### config.mk
export PLATFORM = sky130hd
export DESIGN_NAME = stagseq_top
export DESIGN_NICKNAME = d
export VERILOG_FILES = /design/src/rtl/stagseq_pkg.sv /design/src/rtl/stagseq_ctrl.sv /design/src/rtl/stagseq_path.sv /design/src/rtl/stagseq_top.sv
export SDC_FILE = /design/constraint.sdc
export NUM_CORES = 1
export LEC_CHECK = 0
export BUFFER_PORTS_ARGS = -buffer_cell sky130_fd_sc_hd__buf_2
export CORE_UTILIZATION = 40
export DETAILED_ROUTE_END_ITERATION = 12
export MAX_ROUTING_LAYER = met4
export PLACE_DENSITY_LB_ADDON = 0.1
export SYNTH_ARGS = -nofsm -noshare
export SYNTH_HDL_FRONTEND = slang
export SYNTH_HIERARCHICAL = 1
export SYNTH_SLANG_ARGS = --single-unit
### constraint.sdc
create_clock -name clk -period 2.75 [get_ports clk]
set_input_delay 0.55 -clock clk [delete_from_list [all_inputs] [get_ports clk]]
set_output_delay 0.55 -clock clk [all_outputs]
set_load 0.005 [all_outputs]
### src/rtl/stagseq_pkg.sv
package stagseq_pkg;
  // Strobes from the slot control to the configuration datapath
  typedef struct packed {
    logic clear;    // restart the sequence at slot 0
    logic advance;  // move every setting to the next slot
  } seqStrobe_t;
endpackage

### src/rtl/stagseq_ctrl.sv
module stagseq_ctrl
  import stagseq_pkg::*;
#(
  parameter int N = 8,
  localparam int W = (N > 1) ? $clog2(N) : 1
) (
  input  logic         clk,
  input  logic         rst,
  input  logic         slotTick,
  output seqStrobe_t   strobe,
  output logic [W-1:0] slotIdx
);

  // Reset takes priority over a tick in the same cycle
  always_comb begin
    strobe.clear   = rst;
    strobe.advance = slotTick && !rst;
  end

  // Slot counter; wraps naturally because N is a power of two
  always_ff @(posedge clk) begin
    if (strobe.clear)        slotIdx <= '0;
    else if (strobe.advance) slotIdx <= slotIdx + W'(1);
  end

  AST_SLOT_RESET: assert property (@(posedge clk) rst |=> slotIdx == '0);
  AST_SLOT_STEP:  assert property (@(posedge clk) disable iff (rst)
                    slotTick |=> slotIdx == $past(slotIdx) + W'(1));
  AST_SLOT_HOLD:  assert property (@(posedge clk) disable iff (rst)
                    !slotTick |=> $stable(slotIdx));
  AST_TICK_MASK:  assert property (@(posedge clk)
                    (rst && slotTick) |-> !strobe.advance);

endmodule

### src/rtl/stagseq_path.sv
module stagseq_path
  import stagseq_pkg::*;
#(
  parameter int N = 8,
  localparam int W = (N > 1) ? $clog2(N) : 1
) (
  input  logic           clk,
  input  seqStrobe_t     strobe,
  output logic [N*W-1:0] firstMid,
  output logic [N*W-1:0] secondOut,
  output logic [N*W-1:0] nextOut,
  output logic [N*W-1:0] anchorOut
);

  logic [W-1:0] midReg  [N];
  logic [W-1:0] outReg  [N];
  logic [W-1:0] nextReg [N];

  for (genvar p = 0; p < N; p++) begin : gPort
    localparam logic [W-1:0] MidInit    = W'(p);
    localparam logic [W-1:0] OutInit    = W'(p + N - 1);
    localparam logic [W-1:0] NextInit   = W'(p + 2*N - 2);
    localparam logic [W-1:0] AnchorPort = W'(p + N - 1);

    // First fabric rotates upward by one middle port per slot
    always_ff @(posedge clk) begin
      if (strobe.clear)        midReg[p] <= MidInit;
      else if (strobe.advance) midReg[p] <= midReg[p] + W'(1);
    end

    // Second fabric walks the outputs downward, together with its look-ahead
    always_ff @(posedge clk) begin
      if (strobe.clear) begin
        outReg[p]  <= OutInit;
        nextReg[p] <= NextInit;
      end else if (strobe.advance) begin
        outReg[p]  <= nextReg[p];
        nextReg[p] <= nextReg[p] - W'(1);
      end
    end

    assign firstMid[p*W +: W]  = midReg[p];
    assign secondOut[p*W +: W] = outReg[p];
    assign nextOut[p*W +: W]   = nextReg[p];
    assign anchorOut[p*W +: W] = AnchorPort;

    AST_ANCHOR_PATH: assert property (@(posedge clk) disable iff (strobe.clear)
                       outReg[midReg[p]] == AnchorPort);
    AST_LOOKAHEAD:   assert property (@(posedge clk) disable iff (strobe.clear)
                       strobe.advance |=> outReg[p] == $past(nextReg[p]));
    AST_DESCEND:     assert property (@(posedge clk) disable iff (strobe.clear)
                       strobe.advance |=> outReg[p] == $past(outReg[p]) - W'(1));

    for (genvar q = 0; q < N; q++) begin : gPair
      if (q > p) begin : gDistinct
        AST_FIRST_PERM:  assert property (@(posedge clk) disable iff (strobe.clear)
                           midReg[p] != midReg[q]);
        AST_SECOND_PERM: assert property (@(posedge clk) disable iff (strobe.clear)
                           outReg[p] != outReg[q]);
      end
      AST_STAGGER: assert property (@(posedge clk) disable iff (strobe.clear)
                     (strobe.advance && outReg[p] == W'(q)) |=> midReg[q] == W'(p));
    end
  end

endmodule

### src/rtl/stagseq_top.sv
module stagseq_top
  import stagseq_pkg::*;
#(
  parameter int N = 8,
  localparam int W = (N > 1) ? $clog2(N) : 1
) (
  input  logic           clk,
  input  logic           rst,
  input  logic           slotTick,
  output logic [W-1:0]   slotIdx,
  output logic [N*W-1:0] firstMid,
  output logic [N*W-1:0] secondOut,
  output logic [N*W-1:0] nextOut,
  output logic [N*W-1:0] anchorOut
);

  seqStrobe_t strobe;

  stagseq_ctrl #(.N(N)) uCtrl (
    .clk      (clk),
    .rst      (rst),
    .slotTick (slotTick),
    .strobe   (strobe),
    .slotIdx  (slotIdx)
  );

  stagseq_path #(.N(N)) uPath (
    .clk       (clk),
    .strobe    (strobe),
    .firstMid  (firstMid),
    .secondOut (secondOut),
    .nextOut   (nextOut),
    .anchorOut (anchorOut)
  );

  // First-fabric input 0 sits on the middle port numbered by the slot
  AST_SLOT_ALIGN: assert property (@(posedge clk) disable iff (rst)
                    firstMid[W-1:0] == slotIdx);

endmodule

==> results.toml, run 1 <==
[pwr]
p_leak_uw = 0.00162
power_density_mw_per_mm2 = 657
vdd_drop_max_uv = 276

[detailed_routing]
drt_wl_total_mm = 5.52
wire_per_inst_um = 12.8
drc = 0
first_iter_violations = 86
drtPass1Iterations = 4
viasPerCell = 4.33
num_vias = 1867
ant_nets = 0

[flow_run]
drv_cap = 0

[clock_tree]
cts_sinks = 75
cts_root_buf = "clkbuf_8"
cts_htree_levels = 3
clk_latency_ns = 0.33
cts_tree = "done"
post_cts_buffers = 0
cts_buffers = 9
post_cts_resized = 0
clkTransAtPathRegs_ns = 0.07
cts_hold_buf = 0
ctsLongestPathBuffers = 2

[global_route]
grt_start_max_net_pins = 34
antenna_found_initial = 0
grt_pass1_vias = 1754
grt_pass1_wl_mm = 8.74
grtUsageTotal = 0.140
overflow = 0

[setup_path]
arrival_ns = 1.72
worstSetupEndpointType = "flip-flop"
r2r_setup_slack_ns = 1.57
critical_path_class = "in2reg"
worst-r2r-cell-count = 2
start_kind = "input port"
cp_data_required_time_ns = 2.83
cp_max_fo = 23

[yosys]
yosysUniqueCellTypes = 21
synth.cell_area_mm2 = 0.00331
synthDominantAreaCellType = "edfxtp_1"
synth_seq_area_share = 0.672
synth_edf_count = 72
synthTopCellsByArea = "edfxtp_1 65%, ha_1 6.4%, buf_4 5.9%, xnor2_1 4.5%, nand2_1 3.2%"
synth_most_common_cell = "edfxtp_1"
synth_top_area_frac = 0.654
syn_avg_cell_area_um2 = 13.7
synth-async-reset-ratio = 0
synth_ff_type = "edfxtp_1"
synth.cells.most_frequent = "72 x edfxtp_1, 28 x nand2_1, 27 x nor2_1, 26 x buf_4"
syn_inst = 241
ys_ff_latch = 75
yosysWarnings = 6

[layout]
multi_input_area_um2 = 848
register_area_mm2 = 0.00222
drive_gt1_frac = 0.304
area_growth_pct = 20.1
antenna_cells = 0
fill_cells = 735
nets = 344

[sta]
relSlewSlack = 0.570
tns_ns = 0
final.min_clock_period_ns = 1.64
clock_skew_ns = 0.00772
final-max-slew-violation-count = 0
worstMarginPinSlew_ns = 0.645
rsz0062_at_grt = "no"
setup_viol = 0
maxClockFrequency_mhz = 611
min_period_over_period = 0.595
holdWs_ns = 0.478
finalHoldViolCount = 0

[hold_path]
hold_path_class = "in2reg"
hold_depth = 2

[run_status]
status = "finished, final reports clean"

[die]
die_area_mm2 = 0.00864
die_y_um = 92.9
die_x_um = 92.9
core_area_mm2 = 0.00785
fp-row-count = 32
pin_count = 102
initial_core_util = 0.422

[place]
hpwl_mm = 3.70
port-buffer-count = 77
gp_congestion = 0.709
-- cell type report --
cell class	count	share of cell area
well taps	102	0.0321
flip-flops and latches	75	0.559
inverters	16	0.0151
clock inverters	6	0.0321
repair buffers	82	0.116
clock buffers	10	0.0321
multi-input cells	140	0.213
-- worst paths after layout --
check | startpoint | to
max reg2reg | uPath/midReg[1][9]$_SDFFCE_PN1P_ | uPath/midReg[1][10]$_SDFFCE_PN1P_
min | rst | uCtrl/slotIdx[2]$_SDFFE_PP0P_
max | slotTick | uPath/nextReg[0][9]$_SDFFCE_PN1P_
min reg2reg | uCtrl/slotIdx[1]$_SDFFE_PP0P_ | uCtrl/slotIdx[1]$_SDFFE_PP0P_
-- cell families (layout without fill, tap and decap cells) --
| family | count (synthesis) | after routing | share of synthesized area |
|---|---|---|---|
| fa+ha+maj | 17 | 17 | 0.0643 |
| xor+xnor | 17 | 17 | 0.0450 |
| simple gates | 79 | 79 | 0.112 |
| mux | 1 | 1 | 0.00303 |
| compound gates | 2 | 2 | 0.00454 |
| buf+inv | 48 | 114 | 0.0976 |
| flops | 75 | 75 | 0.672 |
| other cells | 2 | 24 | 0.00227 |
-- worst max-delay path, stage by stage --
cell	delay, ns
buf_2	0.13
nor2b_1	0.22
nor2b_4	0.53
buf_12	0.22
nand2_1	0.06
-- placed cells by master (no fill, tap or decap) --
master	n
a21oi_1	1
nor2_2	3
clkinv_1	2
mux2i_1	1
nand3b_1	1
or2_4	1
buf_2	77
nand2b_1	6
buf_4	2
and2_1	8
clkbuf_1	1
nor2_1	27
or2b_1	3
buf_12	3
nor2b_4	1
inv_1	16
nand2_1	28
bufinv_16	4
conb_1	24
edfxtp_1	72
dfxtp_1	3
xnor2_1	17
a21bo_1	1
nor2b_1	1
ha_1	17
clkbuf_8	9
-- per-stage QoR --
step | worst slack (ns) | std cells | cell area [um^2] | utilization | total power [uW]
global placement | 0.785 | 415 | 3720 | 0.474 | 1560
global route | 1.01 | 431 | 3970 | 0.506 | 2710
floorplan | 0.675 | 263 | 3390 | - | 1500
detailed placement | 0.744 | 415 | 3720 | 0.474 | 1560
CTS | 1.10 | 431 | 3970 | 0.506 | 2650
finish | 1.11 | 431 | 3970 | 0.506 | 2610
-- power by group --
group          leakage, uW  switching [uW]  total (uW)  internal [uW]
sequential        0.000685            30.5        1340           1310
clock             0.000126             391        1080            690
combinational     0.000814             105         188           83.1
total              0.00162             527        2610           2080
-- per-layer routing --
layer  vias up  wire [um]  global-route usage
li1        915          -                   -
met5         -          0                   -
met3         7        323              0.0296
met1       874       2540               0.181
met2        71       2580               0.208
met4         0         84              0.0692
-- registers in the layout (all words and copies together), names as in the netlist --
register / cells
uPath/midReg: 24
uPath/outReg: 24
uCtrl/slotIdx: 3
uPath/nextReg: 24
No activity file was read; power rests on OpenSTA's default activity.
==> run 2, diff against run 1 <==
ABC_AREA = 1   (was unset)
clock period = 1.65 ns   (was 2.75 ns; I/O delays follow)
==> results.toml, run 2 <==
[yosys]
syn_avg_cell_area_um2 = 11.0
synthDominantAreaCellType = "edfxtp_1"
synth_ff_type = "edfxtp_1"
ys_ff_latch = 75
synthTopCellsByArea = "edfxtp_1 64%, inv_1 7.1%, nand2_1 6.6%, ha_1 6.3%, buf_4 6.0%"
synth_edf_count = 72
synth_most_common_cell = "edfxtp_1"
synth.cell_area_mm2 = 0.00339
synth_top_area_frac = 0.638
synth-async-reset-ratio = 0
yosysWarnings = 6
synth_seq_area_share = 0.655
yosysUniqueCellTypes = 16
syn_inst = 308
synth.cells.most_frequent = "72 x edfxtp_1, 64 x inv_1, 60 x nand2_1, 42 x nor2_1, 27 x buf_4"

[run_status]
status = "finished, final reports clean"

[place]
postPlaceCellArea_mm2 = 0.00386
gp_congestion = 0.714
port-buffer-count = 77
hpwl_mm = 3.96

[layout]
antenna_cells = 0
final_cell_area_mm2 = 0.00415
drive_gt1_frac = 0.258
nets = 415
area_growth_pct = 22.3
top_regs = "uPath/midReg x24, uPath/nextReg x24, uPath/outReg x24"
layout_common_cells = "77 x buf_2, 72 x edfxtp_1, 64 x inv_1"
final_common_cell = "buf_2"
fill_cells = 770

[detailed_routing]
drc = 0
viasPerCell = 4.29
drt_wl_total_mm = 5.80
drtPass1Iterations = 4
wire_per_inst_um = 11.5
num_vias = 2168
ant_nets = 0
first_iter_violations = 93

[clock_tree]
cts_hold_buf = 0
post_cts_resized = 0
cts_htree_levels = 3
cts_tree = "done"
cts_sinks = 75
clk_latency_ns = 0.34
cts_buffers = 9
clkTransAtPathRegs_ns = 0.08
cts_root_buf = "clkbuf_8"
post_cts_buffers = 0
ctsLongestPathBuffers = 2

[setup_path]
r2r_end = "uPath/midReg[1][7]$_SDFFCE_PN1P_"
r2r-start = "uPath/midReg[1][6]$_SDFFCE_PN0P_"
arrival_ns = 0.94
crit_chain = "buf_2"
worstSetupEndpointType = "output pin"
cp_max_fo = 3
cp_slowest_cell = "edfxtp_1"
cp_slowest_stage_delay_ns = 0.44
cpLargestDelayFamily = "flip-flops"
r2r_setup_slack_ns = 0.44
start_kind = "flip-flop"
critical_path_class = "reg2out"
cp_data_required_time_ns = 1.32
worst-r2r-cell-count = 2
crit_buf_inv = 1

[pwr]
p_leak_uw = 0.00193
vdd_drop_max_uv = 541
power_density_mw_per_mm2 = 1100
p_total_uw = 4550

[global_route]
grt_pass1_wl_mm = 9.27
grtUsageTotal = 0.144
overflow = 0
antenna_found_initial = 0
grt_pass1_vias = 1965
grt_start_max_net_pins = 40

[die]
die_x_um = 94.1
initial_core_util = 0.413
die_y_um = 94.1
fp-row-count = 33
core_area_mm2 = 0.00822
die_area_mm2 = 0.00885
pin_count = 102

[sta]
final-max-slew-violation-count = 0
finalHoldViolCount = 0
holdWs_ns = 0.289
tns_ns = 0
setup_viol = 0
final.min_clock_period_ns = 1.27
min_period_over_period = 0.769
clock_skew_ns = 0.00629
rsz0062_at_grt = "no"
maxClockFrequency_mhz = 789

[hold_path]
holdCritStartpoint = "slotTick"
hold_depth = 3
min_to = "uCtrl/slotIdx[0]$_SDFFE_PP0P_"
hold_path_class = "in2reg"

[flow_run]
drv_cap = 0
## run 2: cell types whose count changed after synthesis, moves of 3 or more
cell	change
inv_1	+48
nand2_1	+32
xnor2_1	-17
nor2_1	+15
nand3_1	+9
and2_1	-8
nand2b_1	-6
buf_6	-4
or2_1	+4
nor2_2	-3
or2b_1	-3
## run 2: cells by family after synthesis
kind of cell | after synthesis | synth area share
compound gates | 2 | 0.00295
fa+ha+maj | 17 | 0.0627
buf+inv | 96 | 0.141
flops | 75 | 0.655
other cells | 2 | 0.00221
simple gates | 116 | 0.135
## run 2: metrics by stage
stage	util	instances	worst slack, ns
4_1_cts	0.505	505	0.358
3_3_place_gp	0.470	489	0.220
6_report	0.505	505	0.382
5_1_grt	0.505	505	0.330
3_5_place_dp	0.470	489	0.182
2_1_floorplan	-	330	0.175
## run 2: cell type report
cell class,instances,area [um^2],share of cell area
clock inverters,7,163,0.0392
flip-flops and latches,75,2220,0.536
repair buffers,85,483,0.116
multi-input cells,159,779,0.188
clock buffers,9,124,0.0299
well taps,105,131,0.0317
inverters,65,244,0.0588
## run 2: how the worst max path moves through the flow
stage	to	from	cells past startpoint	slack [ns]
3_3_place_gp	uPath/midReg[0][10]$_SDFFCE_PN1P_	slotTick	6	0.22
6_report	firstMid[18]	uPath/midReg[1][6]$_SDFFCE_PN0P_	1	0.38
4_1_cts	firstMid[18]	uPath/midReg[1][6]$_SDFFCE_PN0P_	1	0.36
3_5_place_dp	uPath/midReg[0][7]$_SDFFCE_PN1P_	slotTick	6	0.18
5_1_grt	firstMid[18]	uPath/midReg[1][6]$_SDFFCE_PN0P_	1	0.33
2_1_floorplan	uPath/midReg[0][0]$_SDFFCE_PN0P_	slotTick	4	0.17
## run 2: report_power, final
group / internal (uW) / leakage, uW / total (uW) / switching (uW)
clock network: 1310 / 0.000141 / 1990 / 680
registers: 2180 / 0.000686 / 2230 / 47.3
logic: 130 / 0.00110 / 328 / 198
total: 3620 / 0.00193 / 4550 / 926
## run 2: layer usage
| layer | GRT usage | wire length (um) |
|---|---|---|
| met1 | 0.181 | 2560 |
| met2 | 0.221 | 2880 |
| met3 | 0.0380 | 315 |
| met4 | 0.0577 | 47 |
| met5 | - | 0 |
==> run 3, diff against run 2 <==
ABC_AREA = 0   (was 1)
clock period = 1.2 ns   (was 1.65 ns; I/O delays follow)
==> results.toml, run 3 (synthesis gave the netlist of run 1 again) <==
[layout]
fin_util = 0.555
antenna_cells = 0
drive_gt1_frac = 0.401
layout_common_cells = "72 x edfxtp_1, 71 x buf_2, 29 x buf_4"
area_growth_pct = 31.5
final_common_cell = "edfxtp_1"
nets = 379
top_regs = "uPath/midReg x24, uPath/nextReg x24, uPath/outReg x24"

[detailed_routing]
num_vias = 1984
drtPass1Iterations = 4
first_iter_violations = 71
viasPerCell = 4.26
drc = 0
drt_wl_total_mm = 5.73
ant_nets = 0
wire_per_inst_um = 12.3

[hold_path]
hold_path_class = "in2reg"
holdCritStartpoint = "rst"
hold_depth = 3
min_to = "uCtrl/slotIdx[2]$_SDFFE_PP0P_"

[pwr]
power_density_mw_per_mm2 = 1270
p_int_uw = 4270
comb_power_share = 0.105
seq_power_share = 0.557
p_sw_uw = 1260
vdd_drop_max_uv = 773
p_sw_frac = 0.227
p_leak_uw = 0.00180
pwr-share-clk = 0.339

[die]
initial_core_util = 0.422
pin_count = 102
die_x_um = 92.9
core_area_mm2 = 0.00785
die_y_um = 92.9
die_area_mm2 = 0.00864
fp-row-count = 32

[setup_path]
crit_buf_inv = 2
path_common_cell = "buf_6"
worstSetupEndpointType = "output pin"
cp_slowest_cell = "edfxtp_1"
r2r-start = "uPath/midReg[1][6]$_SDFFCE_PN0P_"
critical_path_class = "reg2out"
worst-r2r-cell-count = 2
start_kind = "flip-flop"
cp_slowest_stage_delay_ns = 0.42
crit_chain = "buf_6, buf_6"
arrival_ns = 0.99
cpLargestDelayFamily = "flip-flops"
r2r_end = "uPath/midReg[1][7]$_SDFFCE_PN1P_"
cp_data_required_time_ns = 0.96
r2r_setup_slack_ns = 0.02
cp_max_fo = 2

[place]
hpwl_mm = 3.89
gp_congestion = 0.701
port-buffer-count = 77

[clock_tree]
cts_buffers = 9
cts_sinks = 75
clkTransAtPathRegs_ns = 0.07
clk_latency_ns = 0.34
cts_htree_levels = 3
cts_root_buf = "clkbuf_8"
cts_tree = "done"
ctsLongestPathBuffers = 2

[sta]
final-max-slew-violation-count = 0
clock_skew_ns = 0.00978
setup_viol = 6
final.setup.worst_slack_ns = -0.0314
holdWs_ns = 0.223
finalHoldViolCount = 0
maxClockFrequency_mhz = 812
min_period_over_period = 1.03
final.min_clock_period_ns = 1.23
rsz0062_at_grt = "yes"

[global_route]
grt_start_max_net_pins = 28
grtUsageTotal = 0.143
grt_pass1_vias = 1887
antenna_found_initial = 0
grt_pass1_wl_mm = 9.03
overflow = 0

[run_status]
status = "complete, but fails checks"
violations = "setup timing"

[flow_run]
drv_cap = 0
run 3: area by class of cell:
class	instances	area [um^2]
clock buffer	10	128
multi-input combinational	140	941
sequential	75	2220
tap	102	128
clock inverter	6	65.1
timing repair buffer	117	808
inverter	16	60.1
fill	712	3500
run 3: metal layers:
layer  GRT usage  vias to the layer above  part of all wire
li1            -                      984                 -
met1       0.176                      914              0.44
met2       0.224                       77              0.48
met3      0.0337                        9             0.064
met4      0.0654                        0             0.016
met5           -                        -                 0
run 3: metrics by stage:
stage                     worst slack (ns)  instance area [um^2]  cells  setup TNS (ns)  power (uW)
after floorplan                     -0.152                  3400    263          -10.96        3440
after global placement              -0.100                  3910    436           -5.07        3630
after detailed placement            -0.114                  3910    436           -6.01        3640
after CTS                          -0.0488                  4210    456          -0.216        5560
after global routing               -0.0728                  4350    466          -0.481        5760
final                              -0.0314                  4350    466          -0.106        5520
run 3: timing repair:
action	4_1_cts	5_1_grt
setup endpoints to repair	9	27
pin swaps	1	8
setup buffers	7	10
hold buffers	0	0
gates resized for setup	14	9
cloned	0	0
run 3: power by group through the flow:
stage / registers (uW) / clock network, uW / logic, uW
5_1_grt: 3090 / 2020 / 651
3_3_place_gp: 3130 / 0 / 506
4_1_cts: 3070 / 1950 / 541
6_report: 3070 / 1870 / 578
3_5_place_dp: 3130 / 0 / 508
2_1_floorplan: 3140 / 0 / 300
run 3: worst max path at each step:
stage | startpoint | to | slack (ns) | depth (start not counted)
floorplan | slotTick | uPath/midReg[0][0]$_SDFFCE_PN0P_ | -0.15 | 2
global placement | rst | uPath/outReg[1][11]$_SDFFCE_PN1P_ | -0.10 | 5
detailed placement | rst | uPath/midReg[1][7]$_SDFFCE_PN1P_ | -0.11 | 5
CTS | uPath/midReg[1][6]$_SDFFCE_PN0P_ | firstMid[18] | -0.05 | 2
global route | uPath/midReg[0][6]$_SDFFCE_PN0P_ | firstMid[6] | -0.07 | 2
finish | uPath/midReg[0][3]$_SDFFCE_PN1P_ | firstMid[3] | -0.03 | 2
run 3: tightest hold or removal path: cells and delay by family:
kind,cells,cell delay (ns)
buf+inv,2,0.24
compound gates,1,0.03
